--- config.mk ---
export PLATFORM = sky130hd
export DESIGN_NAME = dbrk_unit
export DESIGN_NICKNAME = d
export VERILOG_FILES = /design/src/rtl/dbrk_pkg.sv /design/src/rtl/dbrk_chan_regs.sv /design/src/rtl/dbrk_match.sv /design/src/rtl/dbrk_status.sv /design/src/rtl/dbrk_unit.sv
export SDC_FILE = /design/constraint.sdc
export NUM_CORES = 2
export LEC_CHECK = 0
export ABC_AREA = 0
export BUFFER_PORTS_ARGS = -buffer_cell sky130_fd_sc_hd__buf_4
export CAP_MARGIN = 30
export CORE_AREA = 2 2 183 275
export CTS_CLUSTER_DIAMETER = 120
export DETAILED_ROUTE_END_ITERATION = 8
export DIE_AREA = 0 0 185 277
export GPL_TIMING_DRIVEN = 0
export PLACE_DENSITY = 0.8
export SKIP_LAST_GASP = 1
export SYNTH_ARGS = -nofsm -noshare
export SYNTH_HDL_FRONTEND = slang
export SYNTH_SLANG_ARGS = --single-unit
--- constraint.sdc ---
create_clock -name clk -period 2 [get_ports clk]
set_input_delay 0.1 -clock clk [delete_from_list [all_inputs] [get_ports clk]]
set_output_delay 0.1 -clock clk [all_outputs]
set_load 0.01 [all_outputs]
--- src/rtl/dbrk_pkg.sv ---
package dbrk_pkg;

    localparam int AW      = 32;
    localparam int DW      = 64;
    localparam int LANES   = DW / 8;
    localparam int ASIDW   = 8;
    localparam int DWORD_LSB = $clog2(LANES);

    typedef enum logic [2:0] {
        FLD_ADDR  = 3'd0,
        FLD_AMASK = 3'd1,
        FLD_ASID  = 3'd2,
        FLD_DATA  = 3'd3,
        FLD_LANES = 3'd4,
        FLD_CTRL  = 3'd5
    } cfg_field_e;

    typedef struct packed {
        logic trig_en;
        logic use_asid;
        logic no_load;
        logic no_store;
        logic en;
    } chan_ctrl_t;

    typedef struct packed {
        logic [AW-1:0]    addr;
        logic [AW-1:0]    amask;
        logic [ASIDW-1:0] asid;
        logic [DW-1:0]    data;
        logic [LANES-1:0] ign;
        logic [LANES-1:0] dmask;
        chan_ctrl_t       ctrl;
    } chan_cfg_t;

    typedef struct packed {
        logic [AW-1:0]    addr;
        logic [LANES-1:0] be;
        logic             store;
        logic [ASIDW-1:0] asid;
        logic [DW-1:0]    data;
    } access_t;

    function automatic logic dword_eq(logic [AW-1:0] a, logic [AW-1:0] b,
                                      logic [AW-1:0] mask);
        logic [AW-1:0] diff;
        diff = (a ^ b) & ~mask;
        return diff[AW-1:DWORD_LSB] == '0;
    endfunction

endpackage

--- src/rtl/dbrk_chan_regs.sv ---
module dbrk_chan_regs
    import dbrk_pkg::*;
#(
    parameter int CHW   = 2,
    parameter int CH_ID = 0
) (
    input  logic           clk,
    input  logic           rst,
    input  logic           cfg_we,
    input  logic [CHW-1:0] cfg_ch,
    input  cfg_field_e     cfg_field,
    input  logic [DW-1:0]  cfg_wdata,
    output chan_cfg_t      cfg_o
);

    chan_cfg_t cfg_q;
    logic      sel;

    assign sel = cfg_we && (cfg_ch == CHW'(CH_ID));

    always_ff @(posedge clk) begin
        if (rst) begin
            cfg_q <= '0;
        end else if (sel) begin
            unique case (cfg_field)
                FLD_ADDR:  cfg_q.addr  <= cfg_wdata[AW-1:0];
                FLD_AMASK: cfg_q.amask <= cfg_wdata[AW-1:0];
                FLD_ASID:  cfg_q.asid  <= cfg_wdata[ASIDW-1:0];
                FLD_DATA:  cfg_q.data  <= cfg_wdata;
                FLD_LANES: begin
                    cfg_q.ign   <= cfg_wdata[LANES-1:0];
                    cfg_q.dmask <= cfg_wdata[2*LANES-1:LANES];
                end
                FLD_CTRL:  cfg_q.ctrl  <= chan_ctrl_t'(cfg_wdata[$bits(chan_ctrl_t)-1:0]);
                default: ;
            endcase
        end
    end

    assign cfg_o = cfg_q;

endmodule

--- src/rtl/dbrk_match.sv ---
module dbrk_match
    import dbrk_pkg::*;
(
    input  chan_cfg_t cfg,
    input  access_t   acc,
    output logic      hit,
    output logic      filt
);

    logic [LANES-1:0] lane_act;
    logic [LANES-1:0] lane_bad;
    logic             dir_ok;
    logic             addr_ok;
    logic             asid_ok;

    for (genvar i = 0; i < LANES; i++) begin : g_lane
        assign lane_act[i] = acc.be[i] & ~cfg.ign[i];
        assign lane_bad[i] = lane_act[i] & ~cfg.dmask[i] &
                             (acc.data[8*i +: 8] != cfg.data[8*i +: 8]);
    end

    assign dir_ok  = acc.store ? ~cfg.ctrl.no_store : ~cfg.ctrl.no_load;
    assign addr_ok = dword_eq(acc.addr, cfg.addr, cfg.amask);
    assign asid_ok = ~cfg.ctrl.use_asid | (acc.asid == cfg.asid);

    assign hit  = cfg.ctrl.en & dir_ok & addr_ok & asid_ok &
                  (|lane_act) & ~(|lane_bad);
    assign filt = ~(&cfg.dmask);

endmodule

--- src/rtl/dbrk_status.sv ---
module dbrk_status #(
    parameter int NUM_CH = 4
) (
    input  logic              clk,
    input  logic              rst,
    input  logic              acc_valid,
    input  logic              acc_store,
    input  logic [NUM_CH-1:0] hit_in,
    input  logic [NUM_CH-1:0] filt_in,
    input  logic [NUM_CH-1:0] trg_in,
    input  logic              sts_we,
    input  logic [NUM_CH-1:0] sts_wdata,
    output logic [NUM_CH-1:0] hit_q,
    output logic [NUM_CH-1:0] status_q,
    output logic              trig_q,
    output logic              imp_ld_q,
    output logic              imp_st_q
);

    logic [NUM_CH-1:0] hits;
    logic              any_filt;
    logic [NUM_CH-1:0] keep;

    assign hits     = acc_valid ? hit_in : '0;
    assign any_filt = |(hits & filt_in);
    assign keep     = sts_we ? (status_q & sts_wdata) : status_q;

    always_ff @(posedge clk) begin
        if (rst) begin
            hit_q    <= '0;
            status_q <= '0;
            trig_q   <= 1'b0;
            imp_ld_q <= 1'b0;
            imp_st_q <= 1'b0;
        end else begin
            hit_q    <= hits;
            status_q <= keep | hits;
            trig_q   <= |(hits & trg_in);
            imp_ld_q <= any_filt & ~acc_store;
            imp_st_q <= any_filt & acc_store;
        end
    end

    a_r9_hit_in_status: assert property (@(posedge clk) disable iff (rst)
        (hit_q & ~status_q) == '0);

    for (genvar c = 0; c < NUM_CH; c++) begin : g_sticky
        a_r9_sticky: assert property (@(posedge clk) disable iff (rst)
            $fell(status_q[c]) |-> ($past(sts_we) && !$past(sts_wdata[c])));
    end

    a_r8_trig_needs_hit: assert property (@(posedge clk) disable iff (rst)
        trig_q |-> (|hit_q));

    a_r10_imp_needs_hit: assert property (@(posedge clk) disable iff (rst)
        (imp_ld_q || imp_st_q) |-> (|hit_q));

    a_r10_imp_exclusive: assert property (@(posedge clk) disable iff (rst)
        !(imp_ld_q && imp_st_q));

endmodule

--- src/rtl/dbrk_unit.sv ---
module dbrk_unit
    import dbrk_pkg::*;
#(
    parameter int NUM_CH = 4,
    localparam int CHW   = (NUM_CH > 1) ? $clog2(NUM_CH) : 1,
    localparam int CNTW  = $clog2(NUM_CH + 1)
) (
    input  logic              clk,
    input  logic              rst,
    input  logic              cfg_we,
    input  logic [CHW-1:0]    cfg_ch,
    input  logic [2:0]        cfg_field,
    input  logic [63:0]       cfg_wdata,
    input  logic              sts_we,
    input  logic [NUM_CH-1:0] sts_wdata,
    input  logic              acc_valid,
    input  logic [31:0]       acc_addr,
    input  logic [7:0]        acc_be,
    input  logic              acc_store,
    input  logic [7:0]        acc_asid,
    input  logic [63:0]       acc_data,
    output logic [NUM_CH-1:0] hit_o,
    output logic [NUM_CH-1:0] status_o,
    output logic [CNTW-1:0]   num_ch_o,
    output logic              trig_o,
    output logic              imp_ld_o,
    output logic              imp_st_o
);

    access_t           acc;
    chan_cfg_t         cfg_arr [NUM_CH];
    logic [NUM_CH-1:0] hit_v;
    logic [NUM_CH-1:0] filt_v;
    logic [NUM_CH-1:0] trg_v;

    assign acc = '{addr: acc_addr, be: acc_be, store: acc_store,
                   asid: acc_asid, data: acc_data};

    for (genvar c = 0; c < NUM_CH; c++) begin : g_ch
        dbrk_chan_regs #(.CHW(CHW), .CH_ID(c)) u_regs (
            .clk       (clk),
            .rst       (rst),
            .cfg_we    (cfg_we),
            .cfg_ch    (cfg_ch),
            .cfg_field (cfg_field_e'(cfg_field)),
            .cfg_wdata (cfg_wdata),
            .cfg_o     (cfg_arr[c])
        );

        dbrk_match u_match (
            .cfg  (cfg_arr[c]),
            .acc  (acc),
            .hit  (hit_v[c]),
            .filt (filt_v[c])
        );

        assign trg_v[c] = cfg_arr[c].ctrl.trig_en;

        a_r7_armed_only: assert property (@(posedge clk) disable iff (rst)
            hit_o[c] |-> $past(cfg_arr[c].ctrl.en));
    end

    dbrk_status #(.NUM_CH(NUM_CH)) u_status (
        .clk       (clk),
        .rst       (rst),
        .acc_valid (acc_valid),
        .acc_store (acc_store),
        .hit_in    (hit_v),
        .filt_in   (filt_v),
        .trg_in    (trg_v),
        .sts_we    (sts_we),
        .sts_wdata (sts_wdata),
        .hit_q     (hit_o),
        .status_q  (status_o),
        .trig_q    (trig_o),
        .imp_ld_q  (imp_ld_o),
        .imp_st_q  (imp_st_o)
    );

    assign num_ch_o = CNTW'(NUM_CH);

    a_r2_hit_follows_access: assert property (@(posedge clk) disable iff (rst)
        (|hit_o) |-> $past(acc_valid));

    a_r3_hit_needs_lane: assert property (@(posedge clk) disable iff (rst)
        (|hit_o) |-> ($past(acc_be) != '0));

endmodule

==> metrics.md <==
| Metric | Value |
|---|---|
| Crit path arrival time | 3.02 ns |
| Critical path class | register to register |
| Via Count | 26000 |
| Post-Syn Area | 0.02718 mm^2 |
| FF-to-FF End | u_status.imp_st_q |
| Setup crit end | u_status.imp_st_q |
| CTS tree | yes |
| Largest net degree at the start of global routing | 16 |
| Syn Area/Cell | 7.691 um^2 |
| Max-cap viol count | 0 |
| EDFF count, synth | 0 |
| Post-Synth XOR/XNOR Area | 0.1310 |
| Wire per inst | 22.54 um |
| Worst setup EP type | register |
| CTS Sinks | 615 |
| Worst Skew | 0.02478 ns |
| Async S/R FF share, synth | 0 |
| Vias in the first global route | 25070 |
| Leak pwr | 0.009958 uW |
| Slew margin rel. | 0.2444 |
| Reg clk slew, reported paths | 0.07 ns |
| Register Area | 0.01234 mm^2 |
| Failing checks | negative setup slack |
| Slew @ Worst Pin | 1.133 ns |
| Worst r2r src | g_ch[1].u_regs.cfg_o[50] |
| Initial antenna violation count | 7 |
| DR iter-0 viols | 2580 |
| I/O pin cnt | 205 |
| FF-to-FF path depth | 7 |
| Syn Inst Count | 3534 |
| Clock power frac | 0.433 |
| Die Y-Extent | 277 um |
| Multiplexer share of the synthesized area | 0.01178 |
| Number of H-tree levels | 2 |
| Crit Path Max Fanout | 2 |
| GRT overflow | 0 |
| ANT nets after route | 0 |
| Fin util | 0.6544 |
| Post-Synth Adder-Cell Area | 0 |
| Fin. max-slew vios | 0 |
| Internal power | 19460 uW |
| Setup tns final | -2.191 ns |
| Post-synthesis compound-gate area fraction | 0.1363 |
| Startpoint types | register |
| Worst-case clock buffer depth | 3 |
| CTS Buf Count | 55 |
| Post-route clock period utilization | 1.261 |
| Skew-Pair Late Insertion Delay | 0.62 ns |
| Post-Synth Simple-Gate Area | 0.2134 |
| Post-synth top flop | dfxtp_1 |
| Detailed Place HPWL | 72500 um |
| Total Routed Length | 100800 um |
| Switching share of power | 0.2535 |
| Global-route wire length before repair | 146400 um |
| Root Driver | clkbuf_16 |
| Worst Path Required | 2.50 ns |
| PwrDens | 811.9 mW/mm^2 |
| Hold Path Class | input pin to register |
| GPL Wtd Cong | 1.055 |
| Die ar. | 0.05125 mm^2 |
| Hold path depth | 3 |
| Synth unique cells | 45 |
| Nets | 3948 |
| Yosys warning count | 0 |
| Port Buffer Count | 82 |
| Launch point of the worst path | g_ch[1].u_regs.cfg_o[50] |
| # rows | 100 |
| Psw | 6605 uW |
| Final Hold Vio Count | 0 |
| Fill count | 4219 |
| Largest family of logic cells by synthesized area | simple AND/OR/NAND/NOR gates |
| Drt drc | 0 |
| Final worst slack | -0.5218 ns |
| Share of cells above drive strength 1 | 0.09469 |
| Starting Density | 0.5542 |
| Min Tclk post-route | 2.522 ns |
| R2R Setup Slk | -0.52 ns |
| Core area | 0.04905 mm^2 |
| Multi-input logic area | 0.01410 mm^2 |
| FMAX | 396.5 MHz |
| Worst IR drop on VDD | 787.3 uV |
| Die width | 185 um |
| Comb power frac | 0.092 |
| Seq/Total Area, Yosys | 0.4530 |
| RSZ-0062 raised after global routing | yes |
| Final setup violation count | 11 |
| Layout area overhead | 18.09% |
| GRT Util Overall | 0.3812 |
| Router iterations before antenna repair | 8 |
| WHS | 0.02790 ns |
| Part of the power in registers | 0.476 |
| Status | complete, but fails checks |
| Seq cells post-synth | 615 |
| Vias per std cell | 5.815 |
[registers in the layout, summed over array words and instances, names as in the netlist]
register / flops
u_status.trig_q: 1
u_status.hit_q: 4
g_ch.u_regs.cfg_o: 604
u_status.imp_ld_q: 1
u_status.imp_st_q: 1
u_status.status_q: 4
[worst max-delay path: stages, from the launching register on]
cell and delay [ns]:
dfxtp_1 0.33, xnor2_1 0.21, nand4_1 0.39, o211ai_1 0.41
o2111ai_2 0.22, nor4_4 0.41, a2111oi_4 0.08, nor3b_2 0.34
[placed cells by master (no fill, tap or decap), drive strengths merged, types with 4 or more instances in the layout]
cell and n:
inv 35, dfxtp 615, nand4 88, clkbuf 374
o211ai 20, nand3 29, a2111oi 5, o21ai 20
nor2b 22, diode 6, o2111ai 7, dlygate4sd3 64
xnor2 404, a31oi 4, buf 145, bufinv 4
nor3b 18, nand2 1157, mux2i 32, o22ai 56
nor2 57, nor3 6, a21oi 586, clkinv 14
nor4 18
[power groups by stage]
stage / registers, uW / clock network (uW) / logic (uW)
floorplan: 12700 / 0 / 1210
global placement: 12700 / 0 / 2060
detailed placement: 12700 / 0 / 2080
CTS: 12400 / 11200 / 2240
global route: 12400 / 11600 / 2450
finish: 12400 / 11300 / 2390
[Yosys cell counts, types with 2 or more instances]
cell type | n | area (um^2)
a21oi_1 | 586 | 2933
a31oi_1 | 4 | 25.02
nand4_1 | 88 | 550.5
nand2_1 | 1157 | 4343
o21ai_0 | 14 | 70.07
conb_1 | 2 | 7.510
buf_2 | 28 | 140.1
o211ai_1 | 20 | 150.1
buf_6 | 5 | 56.30
xnor2_1 | 401 | 3512
and2_1 | 2 | 12.51
buf_1 | 8 | 30.03
inv_1 | 34 | 127.6
o22ai_1 | 56 | 350.3
clkbuf_2 | 4 | 20.02
nor3b_1 | 17 | 127.6
buf_4 | 3 | 22.52
mux2i_1 | 32 | 320.3
nor2_2 | 2 | 12.51
a2111oi_0 | 4 | 35.03
clkbuf_1 | 288 | 1081
nand3b_1 | 3 | 22.52
nor4_1 | 16 | 100.1
o2111ai_1 | 7 | 61.31
and3_1 | 2 | 12.51
o21a_1 | 2 | 15.01
nor2_1 | 55 | 206.5
and3b_1 | 2 | 17.52
o21ai_1 | 6 | 30.03
nor4_2 | 2 | 25.02
dfxtp_1 | 615 | 12310
nand3_1 | 29 | 145.1
nor3_1 | 5 | 25.02
xnor2_2 | 3 | 48.80
nor2b_1 | 22 | 137.6
[layer usage]
metal / routed length, um / vias up / GRT usage / part of all wire
met2: 46990 / 1457 / 0.6224 / 0.47
met1: 33170 / 12090 / 0.4012 / 0.33
met4: 11360 / 2 / 0.3614 / 0.11
li1: - / 11920 / - / -
met3: 9237 / 529 / 0.08351 / 0.092
met5: 13 / - / 0 / 0.00013
[cell families (layout without fill, tap and decap cells)]
kind of cell,after synthesis,in the layout
AND/OR/NAND/NOR,1409,1409
flip-flops,615,615
other,2,9
buffers and inverters,370,637
multiplexers,32,32
XOR/XNOR,404,404
AO/OA/AOI/OAI,702,702
[what timing repair did]
item | in CTS | in global routing
hold buffers | 64 | 0
setup buffers | 9 | 4
pin swaps | 59 | 54
resized for setup | 89 | 59
cloned | 0 | 0
endpoints found under the setup margin | 11 | 10
endpoints found under the hold margin | 195 | 0
[worst min path at each step]
stage | slack, ns | startpoint | to
2_1_floorplan | 0.24 | cfg_wdata[16] | g_ch[1].u_regs.cfg_o[109]
3_3_place_gp | 0.37 | cfg_wdata[19] | g_ch[1].u_regs.cfg_o[144]
3_5_place_dp | 0.37 | cfg_wdata[23] | g_ch[1].u_regs.cfg_o[148]
4_1_cts | 0.005 | cfg_wdata[5] | g_ch[0].u_regs.cfg_o[26]
5_1_grt | 0.02 | cfg_wdata[8] | g_ch[1].u_regs.cfg_o[133]
6_report | 0.03 | cfg_wdata[5] | g_ch[0].u_regs.cfg_o[26]
[stage by stage]
| stage | instance area, um^2 | std cells | setup WS (ns) | total power [uW] |
|---|---|---|---|---|
| final | 32100 | 4471 | -0.5218 | 26060 |
| after global placement | 28630 | 4280 | -1.326 | 14730 |
| after CTS | 31740 | 4461 | -0.1752 | 25820 |
| after floorplan | 27180 | 3535 | 0.3175 | 13860 |
| after detailed placement | 28700 | 4286 | -0.9915 | 14750 |
| after global routing | 32100 | 4470 | -0.3389 | 26490 |
[layout make-up]
cell class                 count  share of cell area
timing repair buffer         165             0.04463
sequential                   615              0.3845
clock inverter                20            0.007016
multi-input combinational   2550              0.4392
inverter                      34            0.003976
antenna                        6           0.0004678
tap                          663             0.02584
buffer                       336             0.04206
clock buffer                  82             0.05231
Power figures use the tool's default switching activity.
